--- src/rtl/therm_mon_pkg.sv ---
// Package: shared register offsets and the masked-write helper for the
// thermal monitor. Assumes word-aligned 12-bit byte addresses.
package therm_mon_pkg;
    timeunit 1ns;
    timeprecision 1ps;

    localparam int AW = 12;

    localparam logic [AW-1:0] A_CTRL  = 12'h000;
    localparam logic [AW-1:0] A_SRC   = 12'h004;
    localparam logic [AW-1:0] A_IRQEN = 12'h008;
    localparam logic [AW-1:0] A_GPIO  = 12'h00C;
    localparam logic [AW-1:0] A_CRU   = 12'h010;
    localparam logic [AW-1:0] A_PEND  = 12'h014;
    localparam logic [AW-1:0] A_ADEB  = 12'h018;
    localparam logic [AW-1:0] A_SDEB  = 12'h01C;
    localparam logic [AW-1:0] A_PER   = 12'h020;
    localparam logic [AW-1:0] A_PERH  = 12'h024;

    // Per-channel register blocks, selected by address bits [11:6]
    localparam logic [5:0] BLK_DATA = 6'h01;
    localparam logic [5:0] BLK_ATHR = 6'h02;
    localparam logic [5:0] BLK_STHR = 6'h03;

    // Bits of the control register that are implemented
    localparam logic [15:0] CTRL_BITS = 16'h0101;

    // Masked update: data bit n follows wd[n] only where wd[n+16] is set
    function automatic logic [15:0] mask_upd(input logic [15:0] cur, input logic [31:0] wd);
        return (cur & ~wd[31:16]) | (wd[15:0] & wd[31:16]);
    endfunction
endpackage

--- src/rtl/therm_mon_regs.sv ---
// Register file: masked control/enable registers, W1C pending bits,
// debounce and period registers, per-channel thresholds and read mux.
// Assumes one access per strobe and NCH <= 16. Read data is registered.
module therm_mon_regs
    import therm_mon_pkg::*;
#(
    parameter int NCH     = 7,
    parameter int CW      = 12,
    parameter int PW      = 16,
    parameter int DBW     = 4,
    parameter int PER_RST = 1000,
    parameter int HOT_RST = 250
) (
    input  logic                    clk,
    input  logic                    rst_n,
    input  logic                    bus_sel,
    input  logic                    bus_we,
    input  logic [AW-1:0]           bus_addr,
    input  logic [31:0]             bus_wdata,
    output logic [31:0]             bus_rdata,
    input  logic [NCH-1:0][CW-1:0]  data_i,
    input  logic [NCH-1:0]          alm_set,
    output logic                    scan_en,
    output logic                    pol,
    output logic [NCH-1:0]          src_en,
    output logic [NCH-1:0]          irq_en,
    output logic [NCH-1:0]          gpio_en,
    output logic [NCH-1:0]          cru_en,
    output logic [NCH-1:0]          pend,
    output logic [DBW-1:0]          alm_deb,
    output logic [DBW-1:0]          shut_deb,
    output logic [PW-1:0]           period,
    output logic [PW-1:0]           period_hot,
    output logic [NCH-1:0][CW-1:0]  alm_thr,
    output logic [NCH-1:0][CW-1:0]  shut_thr
);
    localparam logic [15:0] CHMASK = 16'((32'd1 << NCH) - 1);

    logic        aligned, wr, rd, wr_pend;
    logic [3:0]  idx;
    logic [5:0]  blk;
    logic        idx_ok;
    logic [15:0] ctrl_q, src_q, irqen_q, gpio_q, cru_q;
    logic [NCH-1:0] pend_q;
    logic [31:0] rd_mux;

    assign aligned = (bus_addr[1:0] == 2'b00);
    assign wr      = bus_sel & bus_we & aligned;
    assign rd      = bus_sel & ~bus_we & aligned;
    assign wr_pend = wr && (bus_addr == A_PEND);
    assign idx     = bus_addr[5:2];
    assign blk     = bus_addr[11:6];
    assign idx_ok  = (32'(idx) < NCH);

    // Control, enable, debounce and period registers
    always_ff @(posedge clk) begin
        if (!rst_n) begin
            ctrl_q     <= '0;
            src_q      <= '0;
            irqen_q    <= '0;
            gpio_q     <= '0;
            cru_q      <= '0;
            alm_deb    <= DBW'(4);
            shut_deb   <= DBW'(4);
            period     <= PW'(PER_RST);
            period_hot <= PW'(HOT_RST);
        end else if (wr) begin
            case (bus_addr)
                A_CTRL:  ctrl_q     <= mask_upd(ctrl_q, bus_wdata) & CTRL_BITS;
                A_SRC:   src_q      <= mask_upd(src_q, bus_wdata) & CHMASK;
                A_IRQEN: irqen_q    <= mask_upd(irqen_q, bus_wdata) & CHMASK;
                A_GPIO:  gpio_q     <= mask_upd(gpio_q, bus_wdata) & CHMASK;
                A_CRU:   cru_q      <= mask_upd(cru_q, bus_wdata) & CHMASK;
                A_ADEB:  alm_deb    <= bus_wdata[DBW-1:0];
                A_SDEB:  shut_deb   <= bus_wdata[DBW-1:0];
                A_PER:   period     <= bus_wdata[PW-1:0];
                A_PERH:  period_hot <= bus_wdata[PW-1:0];
                default: ;
            endcase
        end
    end

    // Per-channel alarm and shutdown thresholds
    always_ff @(posedge clk) begin
        if (!rst_n) begin
            alm_thr  <= '1;
            shut_thr <= '1;
        end else begin
            for (int c = 0; c < NCH; c++) begin
                if (wr && blk == BLK_ATHR && 32'(idx) == c) alm_thr[c]  <= bus_wdata[CW-1:0];
                if (wr && blk == BLK_STHR && 32'(idx) == c) shut_thr[c] <= bus_wdata[CW-1:0];
            end
        end
    end

    // Pending bits: write-one-to-clear, a new alarm event wins
    always_ff @(posedge clk) begin
        if (!rst_n) pend_q <= '0;
        else        pend_q <= (pend_q & ~(wr_pend ? bus_wdata[NCH-1:0] : '0)) | alm_set;
    end

    // Read data selection
    always_comb begin
        rd_mux = '0;
        case (bus_addr)
            A_CTRL:  rd_mux[15:0]     = ctrl_q;
            A_SRC:   rd_mux[15:0]     = src_q;
            A_IRQEN: rd_mux[15:0]     = irqen_q;
            A_GPIO:  rd_mux[15:0]     = gpio_q;
            A_CRU:   rd_mux[15:0]     = cru_q;
            A_PEND:  rd_mux[NCH-1:0]  = pend_q;
            A_ADEB:  rd_mux[DBW-1:0]  = alm_deb;
            A_SDEB:  rd_mux[DBW-1:0]  = shut_deb;
            A_PER:   rd_mux[PW-1:0]   = period;
            A_PERH:  rd_mux[PW-1:0]   = period_hot;
            default: begin
                for (int c = 0; c < NCH; c++) begin
                    if (idx_ok && 32'(idx) == c) begin
                        if (blk == BLK_DATA) rd_mux[CW-1:0] = data_i[c];
                        if (blk == BLK_ATHR) rd_mux[CW-1:0] = alm_thr[c];
                        if (blk == BLK_STHR) rd_mux[CW-1:0] = shut_thr[c];
                    end
                end
            end
        endcase
    end

    // Registered read port
    always_ff @(posedge clk) begin
        if (!rst_n)  bus_rdata <= '0;
        else if (rd) bus_rdata <= rd_mux;
    end

    assign scan_en = ctrl_q[0];
    assign pol     = ctrl_q[8];
    assign src_en  = src_q[NCH-1:0];
    assign irq_en  = irqen_q[NCH-1:0];
    assign gpio_en = gpio_q[NCH-1:0];
    assign cru_en  = cru_q[NCH-1:0];
    assign pend    = pend_q;


    ctrl_hold_chk: assert property (@(posedge clk) disable iff (!rst_n)
        (wr && bus_addr == A_CTRL && !bus_wdata[16]) |=> (ctrl_q[0] == $past(ctrl_q[0])));


    pend_clear_chk: assert property (@(posedge clk) disable iff (!rst_n)
        (|($past(pend_q) & ~pend_q)) |-> $past(wr_pend));
endmodule

--- src/rtl/therm_mon_sched.sv ---
// Scan sequencer: counts the scan interval (normal or hot), then steps a
// slot index through channels 0..NCH-1, one per cycle. Assumes a
// period of 0 behaves as 1; turning scanning off returns to idle.
module therm_mon_sched #(
    parameter int NCH = 7,
    parameter int PW  = 16,
    localparam int SW = (NCH > 1) ? $clog2(NCH) : 1
) (
    input  logic          clk,
    input  logic          rst_n,
    input  logic          scan_en,
    input  logic          hot,
    input  logic [PW-1:0] period,
    input  logic [PW-1:0] period_hot,
    output logic          active,
    output logic [SW-1:0] slot
);
    logic [PW-1:0] cnt_q;
    logic [PW-1:0] cur;
    logic          expired;

    assign cur     = hot ? period_hot : period;
    assign expired = ((PW+1)'(cnt_q) + (PW+1)'(1)) >= (PW+1)'(cur);

    // Interval counter and slot stepping
    always_ff @(posedge clk) begin
        if (!rst_n || !scan_en) begin
            active <= 1'b0;
            slot   <= '0;
            cnt_q  <= '0;
        end else if (active) begin
            cnt_q <= '0;
            if (32'(slot) == NCH - 1) begin
                active <= 1'b0;
                slot   <= '0;
            end else begin
                slot <= slot + 1'b1;
            end
        end else if (expired) begin
            active <= 1'b1;
            slot   <= '0;
            cnt_q  <= '0;
        end else begin
            cnt_q <= cnt_q + 1'b1;
        end
    end


    slot_range_chk: assert property (@(posedge clk) disable iff (!rst_n)
        active |-> (32'(slot) < NCH));
endmodule

--- src/rtl/therm_mon_chan.sv ---
// One channel: latches the sample on its scan strobe, compares it with
// the alarm and shutdown limits, and counts consecutive over samples.
// Assumes a debounce value of 0 means 1; counters saturate.
module therm_mon_chan #(
    parameter int CW  = 12,
    parameter int DBW = 4
) (
    input  logic           clk,
    input  logic           rst_n,
    input  logic           stb,
    input  logic [CW-1:0]  code,
    input  logic [CW-1:0]  alm_thr,
    input  logic [CW-1:0]  shut_thr,
    input  logic [DBW-1:0] alm_deb,
    input  logic [DBW-1:0] shut_deb,
    output logic [CW-1:0]  data_q,
    output logic           alm_evt,
    output logic           over_alm,
    output logic           shut_hit
);
    logic           over_a, over_s;
    logic [DBW-1:0] a_cnt, s_cnt, a_next, s_next, a_eff, s_eff;
    logic           s_fire;

    assign over_a = (code >= alm_thr);
    assign over_s = (code >= shut_thr);
    assign a_next = over_a ? ((a_cnt == '1) ? a_cnt : a_cnt + 1'b1) : '0;
    assign s_next = over_s ? ((s_cnt == '1) ? s_cnt : s_cnt + 1'b1) : '0;
    assign a_eff  = (alm_deb  == '0) ? DBW'(1) : alm_deb;
    assign s_eff  = (shut_deb == '0) ? DBW'(1) : shut_deb;
    assign alm_evt = stb && over_a && (a_next >= a_eff);
    assign s_fire  = stb && over_s && (s_next >= s_eff);

    // Sample latch, debounce counters and sticky shutdown
    always_ff @(posedge clk) begin
        if (!rst_n) begin
            data_q   <= '0;
            a_cnt    <= '0;
            s_cnt    <= '0;
            over_alm <= 1'b0;
            shut_hit <= 1'b0;
        end else if (stb) begin
            data_q   <= code;
            a_cnt    <= a_next;
            s_cnt    <= s_next;
            over_alm <= over_a;
            if (s_fire) shut_hit <= 1'b1;
        end
    end


    data_hold_chk: assert property (@(posedge clk) disable iff (!rst_n)
        !stb |=> $stable(data_q));


    shut_sticky_chk: assert property (@(posedge clk) disable iff (!rst_n)
        shut_hit |=> shut_hit);
endmodule

--- src/rtl/therm_mon.sv ---
// Top: multi-channel thermal threshold monitor. Joins the register file,
// the scan sequencer and one channel slice per sensor, and forms the
// interrupt and the two shutdown outputs. Assumes NCH <= 16.
module therm_mon
    import therm_mon_pkg::*;
#(
    parameter int NCH     = 7,
    parameter int CW      = 12,
    parameter int PW      = 16,
    parameter int DBW     = 4,
    parameter int PER_RST = 1000,
    parameter int HOT_RST = 250,
    localparam int SW     = (NCH > 1) ? $clog2(NCH) : 1
) (
    input  logic              clk,
    input  logic              rst_n,
    input  logic              bus_sel,
    input  logic              bus_we,
    input  logic [11:0]       bus_addr,
    input  logic [31:0]       bus_wdata,
    output logic [31:0]       bus_rdata,
    input  logic [NCH*CW-1:0] samp_code,
    output logic              irq,
    output logic              shut_gpio,
    output logic              shut_req
);
    logic [NCH-1:0][CW-1:0] data_q, alm_thr, shut_thr, codes;
    logic [NCH-1:0] alm_evt, over_alm, shut_hit, stb;
    logic [NCH-1:0] src_en, irq_en, gpio_en, cru_en, pend;
    logic [DBW-1:0] alm_deb, shut_deb;
    logic [PW-1:0]  period, period_hot;
    logic           scan_en, pol, active, gpio_act;
    logic [SW-1:0]  slot;

    assign codes = samp_code;

    therm_mon_regs #(.NCH(NCH), .CW(CW), .PW(PW), .DBW(DBW),
                     .PER_RST(PER_RST), .HOT_RST(HOT_RST)) regs_i (
        .clk(clk), .rst_n(rst_n), .bus_sel(bus_sel), .bus_we(bus_we),
        .bus_addr(bus_addr), .bus_wdata(bus_wdata), .bus_rdata(bus_rdata),
        .data_i(data_q), .alm_set(alm_evt), .scan_en(scan_en), .pol(pol),
        .src_en(src_en), .irq_en(irq_en), .gpio_en(gpio_en), .cru_en(cru_en),
        .pend(pend), .alm_deb(alm_deb), .shut_deb(shut_deb), .period(period),
        .period_hot(period_hot), .alm_thr(alm_thr), .shut_thr(shut_thr)
    );

    therm_mon_sched #(.NCH(NCH), .PW(PW)) sched_i (
        .clk(clk), .rst_n(rst_n), .scan_en(scan_en), .hot(|over_alm),
        .period(period), .period_hot(period_hot), .active(active), .slot(slot)
    );

    for (genvar c = 0; c < NCH; c++) begin : g_ch
        // Channel c is visited in its own slot when its source bit is set
        assign stb[c] = active && (32'(slot) == c) && src_en[c];

        therm_mon_chan #(.CW(CW), .DBW(DBW)) chan_i (
            .clk(clk), .rst_n(rst_n), .stb(stb[c]), .code(codes[c]),
            .alm_thr(alm_thr[c]), .shut_thr(shut_thr[c]),
            .alm_deb(alm_deb), .shut_deb(shut_deb), .data_q(data_q[c]),
            .alm_evt(alm_evt[c]), .over_alm(over_alm[c]), .shut_hit(shut_hit[c])
        );
    end

    assign irq       = |(pend & irq_en);
    assign gpio_act  = |(shut_hit & gpio_en);
    assign shut_gpio = pol ? gpio_act : ~gpio_act;
    assign shut_req  = |(shut_hit & cru_en);


    stb_onehot_chk: assert property (@(posedge clk) disable iff (!rst_n)
        $onehot0(stb));


    alm_needs_stb_chk: assert property (@(posedge clk) disable iff (!rst_n)
        (|(pend & ~$past(pend))) |-> $past(|alm_evt));
endmodule

--- config.mk ---
export PLATFORM = sky130hd
export DESIGN_NAME = therm_mon
export DESIGN_NICKNAME = d
export VERILOG_FILES = /design/src/rtl/therm_mon_pkg.sv /design/src/rtl/therm_mon_regs.sv /design/src/rtl/therm_mon_sched.sv /design/src/rtl/therm_mon_chan.sv /design/src/rtl/therm_mon.sv
export SDC_FILE = /design/constraint.sdc
export NUM_CORES = 1
export LEC_CHECK = 0
export BUFFER_PORTS_ARGS = -buffer_cell sky130_fd_sc_hd__buf_4
export CORE_ASPECT_RATIO = 0.6
export CORE_MARGIN = 5
export CORE_UTILIZATION = 25
export DETAILED_ROUTE_END_ITERATION = 6
export SETUP_SLACK_MARGIN = 0.15
export SLEW_MARGIN = 5
export SYNTH_ARGS = -nofsm -noshare
export SYNTH_HDL_FRONTEND = slang
export SYNTH_SLANG_ARGS = --single-unit
--- constraint.sdc ---
create_clock -name clk -period 8.91 [get_ports clk]
set_clock_uncertainty 0.1 [all_clocks]
set_input_delay 0.4455 -clock clk [delete_from_list [all_inputs] [get_ports clk]]
set_output_delay 0.4455 -clock clk [all_outputs]
set_load 0.02 [all_outputs]
==> implementation parameters <==
Parameter                              Value

Run status
  Status ... complete, but fails checks
  Failing checks ... design-rule violations

Synthesis
  Top_reg_cell synth ... sky130_fd_sc_hd__dfxtp_1
  Post-synthesis cell area ... 0.0264 mm^2
  Synthesis-stage register bit count ... 435
  Count of flip-flops with a built-in enable after synthesis ... 0
  Number of distinct library cell variants in the gate-level netlist after synthesis ... 76
  Asr flop ratio synth ... 0
  Cell count after synthesis ... 3467
  Syn_area_per_cell ... 7.62 um^2
  Sequential share of the synthesized area ... 0.330
  Synth warn ... 0

Timing
  Clock period minus final worst setup slack ... 4.36 ns
  Final critical-path share of the clock period ... 0.489
  Setup slack of the critical path after layout ... 4.55 ns
  Final Hold Viols ... 0
  Highest attainable clock frequency ... 229 MHz
  Unrepaired setup endpoints after global routing ... no
  Relative slew margins ... 0.124
  Sum of negative setup slack ... 0 ns
  Total of endpoints with negative setup slack in the final report ... 0
  Worst slew pin tran ... 1.28 ns
  Count of final max-slew check failures ... 0

GRT
  Aggregate global-route resource usage ... 0.194
  Number of antenna violations at the first check in global routing ... 4
  First-pass GRT wire length ... 165000 um
  Global route total overflow ... 0
  Vias in the first global route ... 23800
  Largest net degree at the start of global routing ... 89

CTS
  Buffer cell driving the clock tree root ... sky130_fd_sc_hd__clkbuf_16
  Sinks on Clock Net ... 435
  Post-CTS clock slew at the launch and capture registers of the worst setup and hold paths ... 0.06 ns
  CTS tree ... done
  Number of buffers created by CTS ... 46
  Clk_lat worst skew ... 0.61 ns
  Number of buffers on the longest clock path ... 3
  Number of H-tree levels ... 2
  Post-CTS setup buffer count ... 0

Routing
  Aggregate routed wire length ... 114000 um
  Initial DRT Pass Iterations ... 7
  DRC marker count from the first detailed-route iteration ... 3469
  Detailed-route wire length per cell ... 22.9 um
  Antenna viol nets, final ... 0
  Vias ... 26600
  DRC violation count after routing ... 6
  Number of vias per cell after detailed routing ... 5.33

Cells and area
  Cell area after layout ... 0.0308 mm^2
  Total number of nets in the final design ... 3936
  Post-synthesis to final-layout area growth ... 16.6%
  Share of post-route cells with drive strength above 1 ... 0.0844

Floorplanning
  I/O pin count ... 167
  Starting Density ... 0.252
  Total die area ... 0.112 mm^2
  Die Y-Extent ... 262 um
  Die W ... 430 um
  Core region area ... 0.105 mm^2
  Placement Rows ... 92

Setup path
  First element of the critical path ... g_ch[2].chan_i.over_alm
  Maximum fanout encountered on the critical timing path ... 16
  Kind of critical path ... reg -> reg
  CP required ... 9.34 ns
  Number of cells on the worst reg-to-reg path ... 10
  Launch point of the worst reg-to-reg path ... g_ch[2].chan_i.over_alm
  Reg-to-reg slack, setup ... 4.55 ns
  Startpoint kind of the worst setup timing path ... flip-flop
  Crit Reg-Reg Endpoint ... sched_i.cnt_q[11]
  Element type at the critical path end ... flip-flop
  Crit path DAT ... 4.79 ns

Pwr
  Power density relative to cell area ... 141 mW/mm^2
  Static leakage ... 13.0 nW
  Maximum vdd drop ... 0.000121 V

Run
  Number of max-capacitance violations reported ... 0

Hold path
  Worst Hold Class ... in -> reg
  Worst hold endpoint ... g_ch[4].chan_i.data_q[8]
  Launch instance of the worst min-delay path ... samp_code[56]
  Number of cells traversed by the worst hold path ... 3

Placement
  Cell area reported after detailed placement ... 0.0287 mm^2
  HPWL Detailed ... 83700 um
  Count of port buffers added during placement ... 142
  Placement-stage worst setup slack ... 4.54 ns
  Routability-driven placement congestion ratio ... 1.00
==> through the flow <==
step                      total power, mW  cells  utilization  hold WS [ns]
after detailed placement             2.31   4849        0.273         0.346
after global routing                 4.46   4989        0.294        0.0141
final                                4.35   4991        0.294        0.0229
after floorplan                      2.15   3482            -         0.333
after CTS                            4.36   4989        0.294     0.0000570
after global placement               2.30   4849        0.273         0.342
==> power by group <==
group	switching, mW	internal (mW)	total (mW)
Clock	0.886	1.17	2.05
Sequential	0.00116	1.95	1.95
Combinational	0.241	0.109	0.350
Total	1.13	3.22	4.35
==> worst max-delay path by stage <==
stage,to,slack (ns),cells after the start
6_report,sched_i.cnt_q[11],4.55,10
3_3_place_gp,regs_i.bus_rdata[8],4.59,10
5_1_grt,sched_i.cnt_q[12],4.31,11
3_5_place_dp,regs_i.bus_rdata[8],4.54,10
4_1_cts,sched_i.cnt_q[8],4.56,10
2_1_floorplan,regs_i.pend[6],5.70,15
==> flip-flops by register name, summed over array words and instances (netlist names), 16 cells and up, named ones only <==
| register | cells |
|---|---|
| regs_i.shut_thr | 84 |
| regs_i.alm_thr | 84 |
| regs_i.period | 16 |
| regs_i.period_hot | 16 |
| g_ch.chan_i.a_cnt | 28 |
| regs_i.bus_rdata | 16 |
| sched_i.cnt_q | 16 |
| g_ch.chan_i.s_cnt | 28 |
| g_ch.chan_i.data_q | 84 |
==> layout make-up <==
class                           count  area [um^2]
Sequential cell                   435         8710
Fill cell                       11300        74100
Inverter                          194          733
Tap cell                         1410         1760
Antenna cell                        2         5.00
Clock buffer                       65         1310
Timing Repair Buffer              246         2000
Clock inverter                     14          208
Multi-Input combinational cell   2625        16100
==> layer usage <==
layer / GRT usage / part of all wire / up-vias
met5: 0 / 0.00013 / -
met4: 0.0438 / 0.022 / 2
met3: 0.0505 / 0.12 / 136
met2: 0.277 / 0.40 / 1409
met1: 0.290 / 0.46 / 12700
li1: - / - / 12400
==> worst max-delay path: stages, from the launching register on <==
cell                       delay [ns]
sky130_fd_sc_hd__dfxtp_1         0.32
sky130_fd_sc_hd__nor4_1          0.27
sky130_fd_sc_hd__nand2_1         0.66
sky130_fd_sc_hd__mux2i_1         0.59
sky130_fd_sc_hd__ha_1            0.32
sky130_fd_sc_hd__o21a_1          0.11
sky130_fd_sc_hd__o21bai_1        0.11
sky130_fd_sc_hd__a21boi_0        0.11
sky130_fd_sc_hd__o41ai_2         0.61
sky130_fd_sc_hd__nand4_1         0.75
sky130_fd_sc_hd__nor2b_1         0.30
==> cell usage in the layout, fill, tap and decap left out, types with 8 or more instances in the layout <==
cell                              n
sky130_fd_sc_hd__a211oi_1        45
sky130_fd_sc_hd__a21o_1          59
sky130_fd_sc_hd__a21oi_1        339
sky130_fd_sc_hd__a221oi_1        17
sky130_fd_sc_hd__a22oi_1         42
sky130_fd_sc_hd__a31oi_1         26
sky130_fd_sc_hd__a32oi_1         16
sky130_fd_sc_hd__and2_1          18
sky130_fd_sc_hd__and3_1          22
sky130_fd_sc_hd__buf_4          184
sky130_fd_sc_hd__clkbuf_1        11
sky130_fd_sc_hd__clkbuf_16       47
sky130_fd_sc_hd__conb_1          16
sky130_fd_sc_hd__dfxtp_1        435
sky130_fd_sc_hd__dlygate4sd3_1   61
sky130_fd_sc_hd__ha_1           256
sky130_fd_sc_hd__inv_1          193
sky130_fd_sc_hd__mux2_2          15
sky130_fd_sc_hd__mux2i_1         53
sky130_fd_sc_hd__nand2_1        536
sky130_fd_sc_hd__nand2b_1        33
sky130_fd_sc_hd__nand3_1        139
sky130_fd_sc_hd__nand4_1         34
sky130_fd_sc_hd__nor2_1         349
sky130_fd_sc_hd__nor2b_1         31
sky130_fd_sc_hd__nor3_1          51
sky130_fd_sc_hd__nor4_1          21
sky130_fd_sc_hd__o211ai_1        86
sky130_fd_sc_hd__o21a_1          41
sky130_fd_sc_hd__o21ai_0        180
sky130_fd_sc_hd__o21ai_1         23
sky130_fd_sc_hd__o221a_2         10
sky130_fd_sc_hd__o22ai_1         16
sky130_fd_sc_hd__o31ai_1          8
sky130_fd_sc_hd__xnor2_1         10
sky130_fd_sc_hd__xor2_1          19
==> kinds of logic after synthesis <==
kind of cell,after synthesis,share of synthesized area
flops,435,0.330
simple gates,1271,0.213
mux,68,0.0265
fa+ha+maj,256,0.121
xor+xnor,29,0.00962
compound gates,985,0.234
other cells,1,0.000142
buf+inv,422,0.0652
==> synthesized netlist by cell type, types with 15 or more instances <==
cell / n / area share
sky130_fd_sc_hd__a211oi_1: 45 / 0.013
sky130_fd_sc_hd__a21o_1: 59 / 0.017
sky130_fd_sc_hd__a21oi_1: 339 / 0.064
sky130_fd_sc_hd__a221oi_1: 17 / 0.0056
sky130_fd_sc_hd__a22oi_1: 42 / 0.012
sky130_fd_sc_hd__a31oi_1: 26 / 0.0062
sky130_fd_sc_hd__a32oi_1: 16 / 0.0053
sky130_fd_sc_hd__and2_1: 18 / 0.0043
sky130_fd_sc_hd__and3_1: 22 / 0.0052
sky130_fd_sc_hd__buf_1: 17 / 0.0024
sky130_fd_sc_hd__buf_2: 42 / 0.0080
sky130_fd_sc_hd__buf_4: 21 / 0.0060
sky130_fd_sc_hd__clkbuf_1: 147 / 0.021
sky130_fd_sc_hd__dfxtp_1: 435 / 0.33
sky130_fd_sc_hd__ha_1: 256 / 0.12
sky130_fd_sc_hd__inv_1: 193 / 0.027
sky130_fd_sc_hd__mux2_2: 15 / 0.0064
sky130_fd_sc_hd__mux2i_1: 53 / 0.020
sky130_fd_sc_hd__nand2_1: 536 / 0.076
sky130_fd_sc_hd__nand2b_1: 33 / 0.0078
sky130_fd_sc_hd__nand3_1: 139 / 0.026
sky130_fd_sc_hd__nand4_1: 34 / 0.0081
sky130_fd_sc_hd__nor2_1: 350 / 0.050
sky130_fd_sc_hd__nor2b_1: 32 / 0.0076
sky130_fd_sc_hd__nor3_1: 52 / 0.0099
sky130_fd_sc_hd__nor4_1: 21 / 0.0050
sky130_fd_sc_hd__o211ai_1: 86 / 0.024
sky130_fd_sc_hd__o21a_1: 41 / 0.012
sky130_fd_sc_hd__o21ai_0: 180 / 0.034
sky130_fd_sc_hd__o21ai_1: 23 / 0.0044
sky130_fd_sc_hd__o22ai_1: 16 / 0.0038
sky130_fd_sc_hd__xor2_1: 19 / 0.0063
==> what timing repair did <==
| action | 4_1_cts | 5_1_grt |
|---|---|---|
| hold endpoints to repair | 65 | 0 |
| resized for setup | 0 | 0 |
| setup endpoints to repair | 0 | 0 |
| hold buffers | 61 | 0 |
Power figures use the tool's default switching activity.
